===== config.mk =====
export PLATFORM = sky130hd
export DESIGN_NAME = pgpol_ctrl
export DESIGN_NICKNAME = d
export VERILOG_FILES = /design/src/rtl/pgpol_pkg.sv /design/src/rtl/pgpol_bank_table.sv /design/src/rtl/pgpol_gap_timer.sv /design/src/rtl/pgpol_leadoff.sv /design/src/rtl/pgpol_evt_cnt.sv /design/src/rtl/pgpol_ctrl.sv
export SDC_FILE = /design/constraint.sdc
export NUM_CORES = 1
export LEC_CHECK = 0
export BUFFER_PORTS_ARGS = -buffer_cell sky130_fd_sc_hd__buf_2
export CORE_UTILIZATION = 45
export CTS_BUF_LIST = sky130_fd_sc_hd__clkbuf_8
export DETAILED_ROUTE_END_ITERATION = 12
export HOLD_SLACK_MARGIN = 0.15
export PLACE_DENSITY_LB_ADDON = 0.08
export REMOVE_ABC_BUFFERS = 1
export SLEW_MARGIN = 20
export SYNTH_ARGS = -nofsm -noshare
export SYNTH_HDL_FRONTEND = slang
export SYNTH_SLANG_ARGS = --single-unit
export TNS_END_PERCENT = 1

===== constraint.sdc =====
create_clock -name clk -period 2.7 [get_ports clk]
set_input_delay 0.27 -clock clk [delete_from_list [all_inputs] [get_ports clk]]
set_output_delay 0.27 -clock clk [all_outputs]
set_load 0.05 [all_outputs]

===== src/rtl/pgpol_pkg.sv =====
package pgpol_pkg;

  typedef enum logic [2:0] {
    OP_NOP  = 3'd0,
    OP_ACT  = 3'd1,
    OP_PRE  = 3'd2,
    OP_PREA = 3'd3,
    OP_RD   = 3'd4,
    OP_WR   = 3'd5
  } op_e;

  typedef enum logic [1:0] {
    K_HIT   = 2'd0,
    K_MISS  = 2'd1,
    K_EMPTY = 2'd2
  } kind_e;

  typedef enum logic [1:0] {
    S_IDLE = 2'd0,
    S_PRE  = 2'd1,
    S_ACT  = 2'd2,
    S_RW   = 2'd3
  } st_e;

  localparam int LEAD_MAX = 4;

  // read leadoff in cycles for the selected speed
  function automatic int unsigned lead_cycles(input logic fast);
    return fast ? 32'd3 : 32'd4;
  endfunction

  // timer preload so that the next command lands t cycles later (0 acts as 1)
  function automatic int unsigned gap_preload(input int unsigned t);
    return (t == 0) ? 32'd0 : t - 32'd1;
  endfunction

endpackage


===== src/rtl/pgpol_bank_table.sv =====
module pgpol_bank_table
  import pgpol_pkg::*;
#(
  parameter int NBANK = 4,
  parameter int ROW_W = 13,
  localparam int BANK_W = (NBANK > 1) ? $clog2(NBANK) : 1
) (
  input  logic              clk,
  input  logic              rst_n,
  input  logic [BANK_W-1:0] look_bank,
  input  logic [ROW_W-1:0]  look_row,
  output kind_e             look_kind,
  output logic [NBANK-1:0]  open_mask,
  input  logic              set_en,
  input  logic [BANK_W-1:0] set_bank,
  input  logic [ROW_W-1:0]  set_row,
  input  logic              clr_one,
  input  logic              clr_all,
  input  logic [BANK_W-1:0] clr_bank
);

  logic [ROW_W-1:0] rows [NBANK];

  for (genvar g = 0; g < NBANK; g++) begin : g_bank
    logic             vld_r;
    logic [ROW_W-1:0] row_r;
    logic             hit_set;
    logic             hit_clr;

    assign hit_set = set_en && (set_bank == BANK_W'(g));
    assign hit_clr = clr_all || (clr_one && (clr_bank == BANK_W'(g)));

    always_ff @(posedge clk) begin
      if (!rst_n) begin
        vld_r <= 1'b0;
        row_r <= '0;
      end else if (hit_set) begin
        vld_r <= 1'b1;
        row_r <= set_row;
      end else if (hit_clr) begin
        vld_r <= 1'b0;
      end
    end

    assign open_mask[g] = vld_r;
    assign rows[g]      = row_r;
  end

  always_comb begin
    if (!open_mask[look_bank])             look_kind = K_EMPTY;
    else if (rows[look_bank] == look_row)  look_kind = K_HIT;
    else                                   look_kind = K_MISS;
  end

endmodule


===== src/rtl/pgpol_gap_timer.sv =====
module pgpol_gap_timer
  import pgpol_pkg::*;
#(
  parameter int GAP_W = 4
) (
  input  logic             clk,
  input  logic             rst_n,
  input  logic             load,
  input  logic [GAP_W-1:0] load_val,
  output logic             gap_done
);

  logic [GAP_W-1:0] cnt_q;

  always_ff @(posedge clk) begin
    if (!rst_n)              cnt_q <= '0;
    else if (load)           cnt_q <= GAP_W'(gap_preload(32'(load_val)));
    else if (cnt_q != '0)    cnt_q <= cnt_q - 1'b1;
  end

  assign gap_done = (cnt_q == '0);

endmodule


===== src/rtl/pgpol_leadoff.sv =====
module pgpol_leadoff
  import pgpol_pkg::*;
(
  input  logic clk,
  input  logic rst_n,
  input  logic start,
  input  logic fast,
  output logic due
);

  logic [LEAD_MAX:1] sr_q;
  logic [LEAD_MAX:1] ld;

  always_comb begin
    ld = '0;
    if (start) ld[lead_cycles(fast)] = 1'b1;
  end

  always_ff @(posedge clk) begin
    if (!rst_n) sr_q <= '0;
    else        sr_q <= (sr_q >> 1) | ld;
  end

  assign due = sr_q[1];

endmodule


===== src/rtl/pgpol_evt_cnt.sv =====
module pgpol_evt_cnt
  import pgpol_pkg::*;
#(
  parameter int NBANK = 4,
  parameter int CNT_W = 16,
  localparam int BANK_W = (NBANK > 1) ? $clog2(NBANK) : 1
) (
  input  logic                   clk,
  input  logic                   rst_n,
  input  logic                   ev_en,
  input  logic [BANK_W-1:0]      ev_bank,
  input  kind_e                  ev_kind,
  output logic [NBANK*CNT_W-1:0] hit_flat,
  output logic [NBANK*CNT_W-1:0] miss_flat,
  output logic [NBANK*CNT_W-1:0] empty_flat
);

  for (genvar g = 0; g < NBANK; g++) begin : g_cnt
    logic [CNT_W-1:0] hit_q, miss_q, empty_q;
    logic             mine;

    assign mine = ev_en && (ev_bank == BANK_W'(g));

    always_ff @(posedge clk) begin
      if (!rst_n) begin
        hit_q   <= '0;
        miss_q  <= '0;
        empty_q <= '0;
      end else if (mine) begin
        case (ev_kind)
          K_HIT:   hit_q   <= hit_q + 1'b1;
          K_MISS:  miss_q  <= miss_q + 1'b1;
          K_EMPTY: empty_q <= empty_q + 1'b1;
          default: ;
        endcase
      end
    end

    assign hit_flat[g*CNT_W +: CNT_W]   = hit_q;
    assign miss_flat[g*CNT_W +: CNT_W]  = miss_q;
    assign empty_flat[g*CNT_W +: CNT_W] = empty_q;
  end

endmodule


===== src/rtl/pgpol_ctrl.sv =====
module pgpol_ctrl
  import pgpol_pkg::*;
#(
  parameter int NBANK = 4,
  parameter int ROW_W = 13,
  parameter int COL_W = 10,
  parameter int GAP_W = 4,
  parameter int CNT_W = 16,
  localparam int BANK_W = (NBANK > 1) ? $clog2(NBANK) : 1
) (
  input  logic                   clk,
  input  logic                   rst_n,
  input  logic                   req_valid,
  output logic                   req_ready,
  input  logic [BANK_W-1:0]      req_bank,
  input  logic [ROW_W-1:0]       req_row,
  input  logic [COL_W-1:0]       req_col,
  input  logic                   req_write,
  input  logic                   close_all,
  input  logic                   fast_leadoff,
  input  logic [GAP_W-1:0]       t_rp,
  input  logic [GAP_W-1:0]       t_rcd,
  output logic                   cmd_valid,
  output logic [2:0]             cmd_op,
  output logic [BANK_W-1:0]      cmd_bank,
  output logic [ROW_W-1:0]       cmd_row,
  output logic [COL_W-1:0]       cmd_col,
  output logic                   rd_due,
  output logic [NBANK*CNT_W-1:0] hit_cnt,
  output logic [NBANK*CNT_W-1:0] miss_cnt,
  output logic [NBANK*CNT_W-1:0] empty_cnt
);

  // ---- state and latched request ----
  st_e               st_q, st_d;
  logic [BANK_W-1:0] rq_bank;
  logic [ROW_W-1:0]  rq_row;
  logic [COL_W-1:0]  rq_col;
  logic              rq_wr;
  logic              rq_all;

  // ---- named internal events ----
  logic              acc_fire;
  kind_e             acc_kind;
  logic              gap_done;
  logic              issue_pre;
  logic              issue_act;
  logic              issue_rw;
  logic [NBANK-1:0]  open_mask;
  op_e               op_now;

  assign req_ready = (st_q == S_IDLE);
  assign acc_fire  = req_valid && req_ready;

  assign issue_pre = (st_q == S_PRE) && gap_done;
  assign issue_act = (st_q == S_ACT) && gap_done;
  assign issue_rw  = (st_q == S_RW)  && gap_done;

  pgpol_bank_table #(.NBANK(NBANK), .ROW_W(ROW_W)) table_i (
    .clk       (clk),
    .rst_n     (rst_n),
    .look_bank (req_bank),
    .look_row  (req_row),
    .look_kind (acc_kind),
    .open_mask (open_mask),
    .set_en    (issue_act),
    .set_bank  (rq_bank),
    .set_row   (rq_row),
    .clr_one   (issue_pre && !rq_all),
    .clr_all   (issue_pre && rq_all),
    .clr_bank  (rq_bank)
  );

  pgpol_gap_timer #(.GAP_W(GAP_W)) timer_i (
    .clk      (clk),
    .rst_n    (rst_n),
    .load     (issue_pre || issue_act),
    .load_val (issue_pre ? t_rp : t_rcd),
    .gap_done (gap_done)
  );

  pgpol_leadoff lead_i (
    .clk   (clk),
    .rst_n (rst_n),
    .start (issue_rw && !rq_wr),
    .fast  (fast_leadoff),
    .due   (rd_due)
  );

  pgpol_evt_cnt #(.NBANK(NBANK), .CNT_W(CNT_W)) evt_i (
    .clk        (clk),
    .rst_n      (rst_n),
    .ev_en      (acc_fire),
    .ev_bank    (req_bank),
    .ev_kind    (acc_kind),
    .hit_flat   (hit_cnt),
    .miss_flat  (miss_cnt),
    .empty_flat (empty_cnt)
  );

  // ---- sequencing ----
  always_comb begin
    st_d = st_q;
    case (st_q)
      S_IDLE: if (acc_fire) begin
        case (acc_kind)
          K_HIT:   st_d = S_RW;
          K_EMPTY: st_d = S_ACT;
          default: st_d = S_PRE;
        endcase
      end
      S_PRE:   if (issue_pre) st_d = S_ACT;
      S_ACT:   if (issue_act) st_d = S_RW;
      S_RW:    if (issue_rw)  st_d = S_IDLE;
      default: st_d = S_IDLE;
    endcase
  end

  always_ff @(posedge clk) begin
    if (!rst_n) begin
      st_q    <= S_IDLE;
      rq_bank <= '0;
      rq_row  <= '0;
      rq_col  <= '0;
      rq_wr   <= 1'b0;
      rq_all  <= 1'b0;
    end else begin
      st_q <= st_d;
      if (acc_fire) begin
        rq_bank <= req_bank;
        rq_row  <= req_row;
        rq_col  <= req_col;
        rq_wr   <= req_write;
        rq_all  <= close_all;
      end
    end
  end

  // ---- command bus ----
  always_comb begin
    op_now = OP_NOP;
    if (issue_pre)      op_now = rq_all ? OP_PREA : OP_PRE;
    else if (issue_act) op_now = OP_ACT;
    else if (issue_rw)  op_now = rq_wr ? OP_WR : OP_RD;
  end

  assign cmd_valid = issue_pre || issue_act || issue_rw;
  assign cmd_op    = op_now;
  assign cmd_bank  = rq_bank;
  assign cmd_row   = rq_row;
  assign cmd_col   = rq_col;

endmodule


# After elaboration in Yosys (flattened, before gate mapping)
# Index checks and enable logic that the tools add are counted.
dict set report totals {
  register_bits 285
  latchBits 0
  mem_bits_rw 0
  rom_bits 0
  in_bits 39
  out_inout_bits 223
  word_cells 151
  n_memories 0
}
dict set report classes {
  n_addsub 14
  mul 0
  div 0
  n_lt_le_gt_ge 4
  eq_ne 16
  shifts 0
  mux 34
  bitwise_logic 2
  reduce_logical 53
}
# op n
set ops {}
lappend ops {{16-bit by 1-bit adder with 16-bit output (second input constant)} 12}
lappend ops {{32-bit by 1-bit >= comparator with 1-bit output (second input constant)} 1}
lappend ops {{32-bit by 4-bit < comparator with 1-bit output (second input constant)} 1}
lappend ops {{13-bit binary-select mux with 2-bit select} 1}
lappend ops {{13-bit 2-to-1 mux} 2}
lappend ops {{2-bit AND reduction} 12}
lappend ops {{1-bit logical AND} 20}
lappend ops {{4-bit 2-to-1 mux} 5}
lappend ops {{2-bit equality test (second input constant)} 7}
lappend ops {{13-bit equality test} 1}
lappend ops {{1-bit 2-to-1 mux} 13}
lappend ops {{3-bit 2-to-1 mux} 4}
lappend ops {{2-bit 2-to-1 mux} 5}
lappend ops {{2-bit nonzero test} 5}
lappend ops {{2-bit by 1-bit equality test with 1-bit output (second input constant)} 4}
lappend ops {{2-bit logical NOT} 4}
lappend ops {{4-bit logical NOT} 2}
lappend ops {{2-bit case mux with 4 select lines} 1}
lappend ops {{4-bit by 1-bit subtractor with 4-bit output (second input constant)} 2}
lappend ops {{1-bit logical OR} 6}
lappend ops {{2-bit inequality test (second input constant)} 3}
lappend ops {{3-bit by 4-bit bitwise OR with 4-bit output} 1}
lappend ops {{2-bit case mux with 2 select lines} 1}
lappend ops {{4-bit AND reduction} 1}
lappend ops {{8 further kinds} 9}

# Logic depth before layout (Yosys ltp)
# Gate-level depths: netlist of the first run.
dict set report logic_depth {
  depth_word 11
  mapped_depth 13
  mapped_depth_nobuf 11
}

# Modules after synthesis
# From an unflattened synthesis of the first run, not the netlist that was laid out.
dict set report hier_totals {
  hier_cells 1529
  area_unflattened_um2 13324.0
}
# module n_inst cells_per_inst area_each_um2 seq_area_each_um2
set by_module_without_submodules {}
lappend by_module_without_submodules {pgpol_evt_cnt 1 1041 8971.1 3843.7}
lappend by_module_without_submodules {pgpol_bank_table 1 289 2646.3 1121.1}
lappend by_module_without_submodules {pgpol_ctrl 1 155 1313.8 580.6}
lappend by_module_without_submodules {pgpol_gap_timer 1 34 281.5 80.1}
lappend by_module_without_submodules {pgpol_leadoff 1 10 111.4 80.1}

# Worst setup path before layout of the first run
# OpenSTA, ideal clock, no wires.
dict set report synth_path {
  kind {register to register}
  startpoint {reg st_q[0]}
  endpoint {reg evt_i.g_cnt[0].empty_q[13]}
  t_arrival_ns 2.725
  required_time_ns 2.630
  slack_ns -0.096
  path_stages_with_launch 10
  n_path_buf 1
  cell_sequence {dfxtp_1 inv_1 ha_1 nand2_1 buf_1 nor4_2 and4_1 nand2_1 or3_1 a21oi_1}
}
dict set report synth_via {
  elab_chain_cells 4
}
# item line
set synth_rtl {}
lappend synth_rtl {{start: declaration} pgpol_ctrl.sv:35} ;# st_e st_q, st_d;
lappend synth_rtl {{start signal: assignment} pgpol_ctrl.sv:128} ;# st_q <= st_d;
lappend synth_rtl {{2-bit logical NOT} pgpol_ctrl.sv:52} ;# assign req_ready = (st_q == S_IDLE);
lappend synth_rtl {{named net req_ready} pgpol_ctrl.sv:14} ;# output logic req_ready,
lappend synth_rtl {{1-bit logical AND} pgpol_ctrl.sv:53} ;# assign acc_fire = req_valid && req_ready;
lappend synth_rtl {{1-bit logical AND} pgpol_evt_cnt.sv:22} ;# assign mine = ev_en && (ev_bank == BANK_W'(g));
lappend synth_rtl {{2-bit AND reduction (no line)} -}
lappend synth_rtl {{end signal: assignment} pgpol_evt_cnt.sv:33} ;# K_EMPTY: empty_q <= empty_q + 1'b1;
lappend synth_rtl {{end: declaration} pgpol_evt_cnt.sv:19} ;# logic [CNT_W-1:0] hit_q, miss_q, empty_q;
# The timed path passes the listed nets, and every way through them passes these cells.
# A chain may end at the register's enable or synchronous reset.

# Worst setup path after layout of the first run
dict set report layout_path {
  startpoint {reg table_i.g_bank[3].row_r[0]}
  endpoint {reg evt_i.g_cnt[3].hit_q[15]}
}
dict set report layout_via {
  elab_chain_cells 8
}
# item line
set layout_rtl {}
lappend layout_rtl {{start: declaration} pgpol_bank_table.sv:26} ;# logic [ROW_W-1:0] row_r;
lappend layout_rtl {{start signal: assignment} pgpol_bank_table.sv:39} ;# row_r <= set_row;
lappend layout_rtl {{13-bit binary-select mux with 2-bit select} pgpol_bank_table.sv:51} ;# else if (rows[look_bank] == look_row) look_kind = K_HIT;
lappend layout_rtl {{13-bit 2-to-1 mux (implied by the code) (2 in a row)} pgpol_bank_table.sv:51}
lappend layout_rtl {{13-bit equality test} pgpol_bank_table.sv:51}
lappend layout_rtl {{1-bit 2-to-1 mux} pgpol_bank_table.sv:51}
lappend layout_rtl {{2-bit 2-to-1 mux} pgpol_bank_table.sv:50} ;# if (!open_mask[look_bank]) look_kind = K_EMPTY;
lappend layout_rtl {{2-bit logical NOT} pgpol_evt_cnt.sv:30} ;# case (ev_kind)
lappend layout_rtl {{2-bit AND reduction (no line)} -}
lappend layout_rtl {{end signal: assignment} pgpol_evt_cnt.sv:31} ;# K_HIT: hit_q <= hit_q + 1'b1;
lappend layout_rtl {{end: declaration} pgpol_evt_cnt.sv:19}
# No other way between the ends. The select of a mux whose other input is x is not followed.

==> flow_metrics.tcl, run 1 <==
set metrics [dict create \
    async_flop_share 0 \
    dieHeight_um 172 \
    layout_setup_ws_ps 77.5 \
    clk-insertion-delay-late_ps 570 \
    rsz0062_at_grt "yes" \
    setup_viol 0 \
    worstPathMaxFanout 7 \
    yosysWarnings 0 \
    core_mm2 0.0281 \
    reg2reg_from "table_i.g_bank[3].row_r[0]" \
    rows 61 \
    cp.arrival_ps 3110 \
    synth_top_area_cell "dfxtp_1" \
    use_met1 0.316 \
    h-tree-depth 2 \
    die-area_mm2 0.0295 \
    max-vdd-ir-drop_uv 462 \
    skew_ps 20.5 \
    fill_cells 2708 \
    cp-start-kind "flip-flop" \
    status "complete, no violations" \
    endpoint_kind "flip-flop" \
    crit_start "table_i.g_bank[3].row_r[0]" \
    cts_buffer_depth 3 \
    power_frac_clock 0.375 \
    gr-total-overflow 0 \
    grtUsageMet2 0.371 \
    finalMaxSlewViolations 0 \
    hp-start "t_rp[1]" \
    die_x_um 172 \
    synthTopCellsByArea "dfxtp_1 44%, nand2_1 7.4%, a21oi_1 7.0%, xnor2_1 5.5%, nor2_1 3.8%" \
    design_area_mm2 0.0163 \
    ys_seq_area_frac 0.439 \
    dp_cells 2191 \
    synth-edff-count 0 \
    combPwrFrac 0.160 \
    first_pass_iters 6 \
    power_density_mw_per_mm2 591 \
    drive_gt1_frac 0.230 \
    numCtsBuffers 49 \
    drtIter0Drc 799 \
    cts.sinks 285 \
    synth_top_cell_area_share 0.439 \
    antenna_found_initial 0 \
    path_class "flip-flop to flip-flop" \
    synth_commonest_cells "285 x dfxtp_1, 255 x nand2_1, 182 x a21oi_1, 132 x nor2_1, 81 x xnor2_1" \
    relSlewSlack 0.559 \
    grt.busiest_layer "met2" \
    p_sw_uw 2920 \
    io_pins 262 \
    clkSlewWorstSetupHoldPaths_ps 60 \
    worst-endpoint-required_ps 3190 \
    clockRootBuffer "clkbuf_8" \
    min_path_type "primary input to flip-flop" \
    period_minus_slack_ps 2620 \
    area_delta_synth_final_pct 25.7 \
    yosysUniqueCellTypes 55 \
    avgSynthCellArea_um2 8.34 \
    synth.most_common_cell "dfxtp_1" \
    num_antenna_cells 0 \
    p_seq_frac 0.465 \
    hold_viol 0 \
    hpwl_um 23800 \
    post_drt_wl_per_cell_um 15.3 \
    tightestPinTransition_ps 661 \
    drc 0 \
    vias 12128 \
    wirelength_um 35100 \
    grt_max_degree 105 \
    internal_power_uw 6720 \
    grtUsageTotal 0.232 \
    hold_ws_ps 212 \
    max-cap-violations 0 \
    gp_congestion 0.802 \
    post-route-period-util 0.971 \
    p_sw_frac 0.303 \
    final_nets 1951 \
    post_dp_cell_area_mm2 0.0151 \
    grt_pass1_vias 11074 \
    final_cells 2299 \
    route.antenna.remaining_nets 0 \
    ys_seq_elements 285 \
    ys.flop_type "dfxtp_1" \
    io_buffer_count 261 \
    initial_core_util 0.462 \
    cts_tree "built" \
    grt_pass1_wl_um 55800 \
    fmax_ghz 0.381 \
    vias_per_cell 5.28 \
    p_leak_uw 0.00648 \
    dpl_worst_slack_ps -489 \
    netlist_instances 1557 \
    syn_area_mm2 0.0130 \
    grtUsageMet3 0.0394 \
]
==> what timing repair did <==
action / in CTS / in global routing
pin swaps: 1 / 6
endpoints found under the hold margin: 30 / 0
endpoints found under the setup margin: 11 / 35
resized for setup: 2 / 14
buffers inserted: 0 / 1
hold buffers: 29 / 0
==> area by class of cell <==
type                    count  area, µm²  share of cell area
inverters                  42        165              0.0101
clock inverters            20       80.1             0.00490
multi-input cells        1145       6800               0.417
repair buffers            371       2300               0.141
clock buffers              58        798              0.0489
flip-flops and latches    285       5710               0.349
well taps                 378        473              0.0290
==> per-stage QoR <==
stage	utilization	total power [µW]	TNS [ps]
after floorplan	-	5540	-545140
after global placement	0.537	6040	-33510
after detailed placement	0.537	6060	-34420
after CTS	0.579	9750	0
after global routing	0.581	10100	-283
final	0.581	9640	0
==> path summary, 6_finish.rpt <==
check,to,slack [ps],cells past startpoint
worst max register to register,evt_i.g_cnt[3].hit_q[15],80,8
worst max-delay path,evt_i.g_cnt[3].hit_q[15],80,8
worst min register to register,lead_i.sr_q[2],430,1
worst min-delay path,timer_i.cnt_q[1],210,5
==> power groups by stage <==
| stage | Clock [µW] | Sequential (µW) | Combinational (µW) |
|---|---|---|---|
| after CTS | 3740 | 4480 | 1540 |
| after global routing | 3930 | 4500 | 1680 |
| after detailed placement | 0 | 4570 | 1500 |
| final | 3620 | 4480 | 1540 |
| after global placement | 0 | 4570 | 1480 |
| after floorplan | 0 | 4770 | 764 |
==> kinds of logic after synthesis <==
| kind of cell | Yosys count | synth area share |
|---|---|---|
| AOI/OAI and AO/OA | 315 | 0.139 |
| muxes | 31 | 0.0356 |
| adders and majority gates | 18 | 0.0173 |
| buffers and inverters | 127 | 0.0414 |
| and+or+nand+nor | 666 | 0.250 |
| DFF | 285 | 0.439 |
| xor gates and xnor gates | 115 | 0.0776 |
==> sequential cells by signal, summed over array words and instances, names as in the netlist <==
signal and count:
cmd_row 13, table_i.g_bank.row_r 52, st_q 2, cmd_col 10
evt_i.g_cnt.miss_q 64, lead_i.sr_q 4, timer_i.cnt_q 4, table_i.g_bank.vld_r 4
rq_wr 1, rq_all 1, evt_i.g_cnt.hit_q 64, evt_i.g_cnt.empty_q 64
cmd_bank 2
==> cells in the final DEF, fill, tap and decap left out, types with 25 or more instances in the layout <==
master | synthesis | routed
inv_1 | 40 | 59
o21ai_0 | 58 | 57
clkbuf_8 | 0 | 58
or3_1 | 47 | 47
nand3_1 | 71 | 71
xor2_1 | 34 | 34
dfxtp_1 | 285 | 285
dlygate4sd3_1 | 0 | 29
a21oi_1 | 182 | 180
nand2_1 | 255 | 255
xnor2_1 | 81 | 78
buf_4 | 4 | 72
nand4_1 | 38 | 38
a2111oi_0 | 26 | 25
buf_2 | 7 | 261
nor2_1 | 132 | 132
and3_1 | 25 | 25
==> worst max-delay path: stages, from the launching register on <==
cell and delay, ps:
dfxtp_1 310, mux4_2 500, xnor2_2 160, nand4_1 200, a21oi_4 310, buf_4 230, nand4_1 270, or3_1 430
a21oi_1 140
==> routing by layer <==
metal | part of all wire | wire length [µm]
met1 | 0.47 | 16400
met3 | 0.057 | 2000
met2 | 0.45 | 15900
met5 | 0 | 0
met4 | 0.021 | 746
Power figures use the tool's default switching activity.
==> inputs of run 2 (changes only) <==
--- a/config.mk
+++ b/config.mk
@@ -10,6 +10,7 @@
 export CTS_BUF_LIST = sky130_fd_sc_hd__clkbuf_8
 export DETAILED_ROUTE_END_ITERATION = 12
 export HOLD_SLACK_MARGIN = 0.15
+export MAX_ROUTING_LAYER = met4
 export PLACE_DENSITY_LB_ADDON = 0.08
 export REMOVE_ABC_BUFFERS = 1
 export SLEW_MARGIN = 20
==> run 2 against run 1 <==
  * Clock-buffer cell count stayed put
  * First-iteration DRC count is 2.1% lower
  * Worst setup slack better by 12 ps
  * Design area stayed put
  * Die area stayed put
  * Flip-flop and latch count stayed put
  * Sequential power hardly changed
  * Wire length hardly changed
  * Critical path type unchanged
==> flow_metrics.tcl, run 2 (synthesis gave the netlist of run 1 again) <==
set metrics [dict create \
    status "complete, no violations" \
    area_delta_synth_final_pct 25.7 \
    reg2reg_slack_ps 90 \
    post_dp_cell_area_mm2 0.0151 \
    cts_tree "built" \
    hold_viol 0 \
    cts_buffer_depth 3 \
    setup_viol 0 \
    worst-endpoint-required_ps 3180 \
    initial_core_util 0.462 \
    layout_commonest_cell "dfxtp_1" \
    h-tree-depth 2 \
    multi_input_area_mm2 0.00680 \
    fill_cells 2708 \
    post-route-period-util 0.967 \
    worstPathMaxFanout 6 \
    drc 0 \
    power_density_mw_per_mm2 591 \
    seq_area_mm2 0.00571 \
    relSlewSlack 0.556 \
    numCtsBuffers 49 \
    final_cell_mix "285 x dfxtp_1, 261 x buf_2, 255 x nand2_1" \
    finalMaxSlewViolations 0 \
    first_pass_iters 6 \
    r2r_end "evt_i.g_cnt[1].hit_q[10]" \
    clkSlewWorstSetupHoldPaths_ps 60 \
    setup_tns_ps 0 \
    core_mm2 0.0281 \
    skew_ps 23.9 \
    cp-start-kind "flip-flop" \
    vias 12104 \
    route.antenna.remaining_nets 0 \
    min_path_type "primary input to flip-flop" \
    layout_setup_ws_ps 89.9 \
    dieHeight_um 172 \
    die_x_um 172 \
    io_pins 262 \
    grtUsageTotal 0.238 \
    antenna_found_initial 0 \
    grt_pass1_wl_um 55800 \
    grt_pass1_vias 11082 \
    final_nets 1951 \
    endpoint_kind "flip-flop" \
    rows 61 \
    cts.sinks 285 \
    period_minus_slack_ps 2610 \
    largestRegisters "evt_i.g_cnt.empty_q x64, evt_i.g_cnt.hit_q x64, evt_i.g_cnt.miss_q x64" \
    ff2ff_path_depth 9 \
    tightestPinTransition_ps 665 \
    p_leak_uw 0.00648 \
    cp.arrival_ps 3090 \
    clockRootBuffer "clkbuf_8" \
    design_area_mm2 0.0163 \
    hp-start "t_rp[1]" \
    die-area_mm2 0.0295 \
    wirelength_um 35100 \
    drtIter0Drc 782 \
    num_antenna_cells 0 \
    hpwl_um 23800 \
    utilization 0.581 \
    path_class "flip-flop to flip-flop" \
    clk-insertion-delay-late_ps 570 \
    min_to "timer_i.cnt_q[1]" \
    rsz0062_at_grt "yes" \
    dpl_worst_slack_ps -489 \
    io_buffer_count 261 \
    post_drt_wl_per_cell_um 15.3 \
    fmax_ghz 0.383 \
    reg2reg_from "table_i.g_bank[3].row_r[0]" \
    gp_congestion 0.814 \
    max-vdd-ir-drop_uv 464 \
    whs_path_depth 5 \
    grt_max_degree 105 \
    gr-total-overflow 0 \
    drive_gt1_frac 0.230 \
    vias_per_cell 5.26 \
    max-cap-violations 0 \
]
==> run 2: cell counts in the layout (fill, tap and decap cells not counted) <==
Identical to the previous run, type by type.
==> run 2: per-layer routing <==
layer  track usage  vias to the layer above  wire length [µm]
met5             -                        -                 0
met4        0.0754                        0               745
met3        0.0357                       61              1960
met2         0.371                      297             16000
met1         0.318                     5633             16500
li1              -                     6113                 -
==> run 2: final cells by class <==
type	count	area share
flip-flops and latches	285	0.349
well taps	378	0.0290
repair buffers	371	0.141
clock buffers	58	0.0489
clock inverters	20	0.00490
multi-input cells	1145	0.417
inverters	42	0.0101
==> run 2: power breakdown <==
part | total (µW) | switching [µW] | internal [µW] | leakage (µW)
registers | 4480 | 142 | 4340 | 0.00230
logic | 1540 | 1070 | 466 | 0.00366
clock network | 3620 | 1710 | 1920 | 0.000523
total | 9640 | 2920 | 6720 | 0.00648
==> run 2: per-stage QoR <==
stage,hold WS [ps],std cells,power (µW)
final,213,2299,9640
after global routing,243,2299,10100
after CTS,167,2298,9750
after detailed placement,422,2191,6060
after global placement,416,2191,6040
after floorplan,349,1472,5540
==> run 2: how the worst max path moves through the flow <==
stage / slack [ps] / from / cells past startpoint / to
after floorplan: -2470 / rst_n / 2 / timer_i.cnt_q[1]
final: 90 / table_i.g_bank[3].row_r[0] / 9 / evt_i.g_cnt[1].hit_q[10]
after global placement: -510 / req_bank[0] / 10 / evt_i.g_cnt[2].hit_q[7]
after global routing: -80 / table_i.g_bank[3].row_r[0] / 8 / evt_i.g_cnt[3].hit_q[13]
after detailed placement: -490 / req_bank[0] / 10 / evt_i.g_cnt[2].hit_q[9]
after CTS: 30 / table_i.g_bank[3].row_r[5] / 9 / evt_i.g_cnt[3].hit_q[15]
==> run 2: critical path: stages (launching register included) <==
cell and delay (ps):
dfxtp_1 310, mux4_2 500, xnor2_2 160, nand4_1 210
a21oi_4 320, buf_12 170, buf_12 120, nand4_4 110
or4_1 480, a21oi_1 150
==> run 2: what timing repair did <==
item                                    4_1_cts  5_1_grt
hold endpoints to repair                     30        0
setup buffers                                 0        1
endpoints found under the setup margin       11       35
gates resized for setup                       2       14
pin swaps                                     1        6
hold buffers                                 29        0
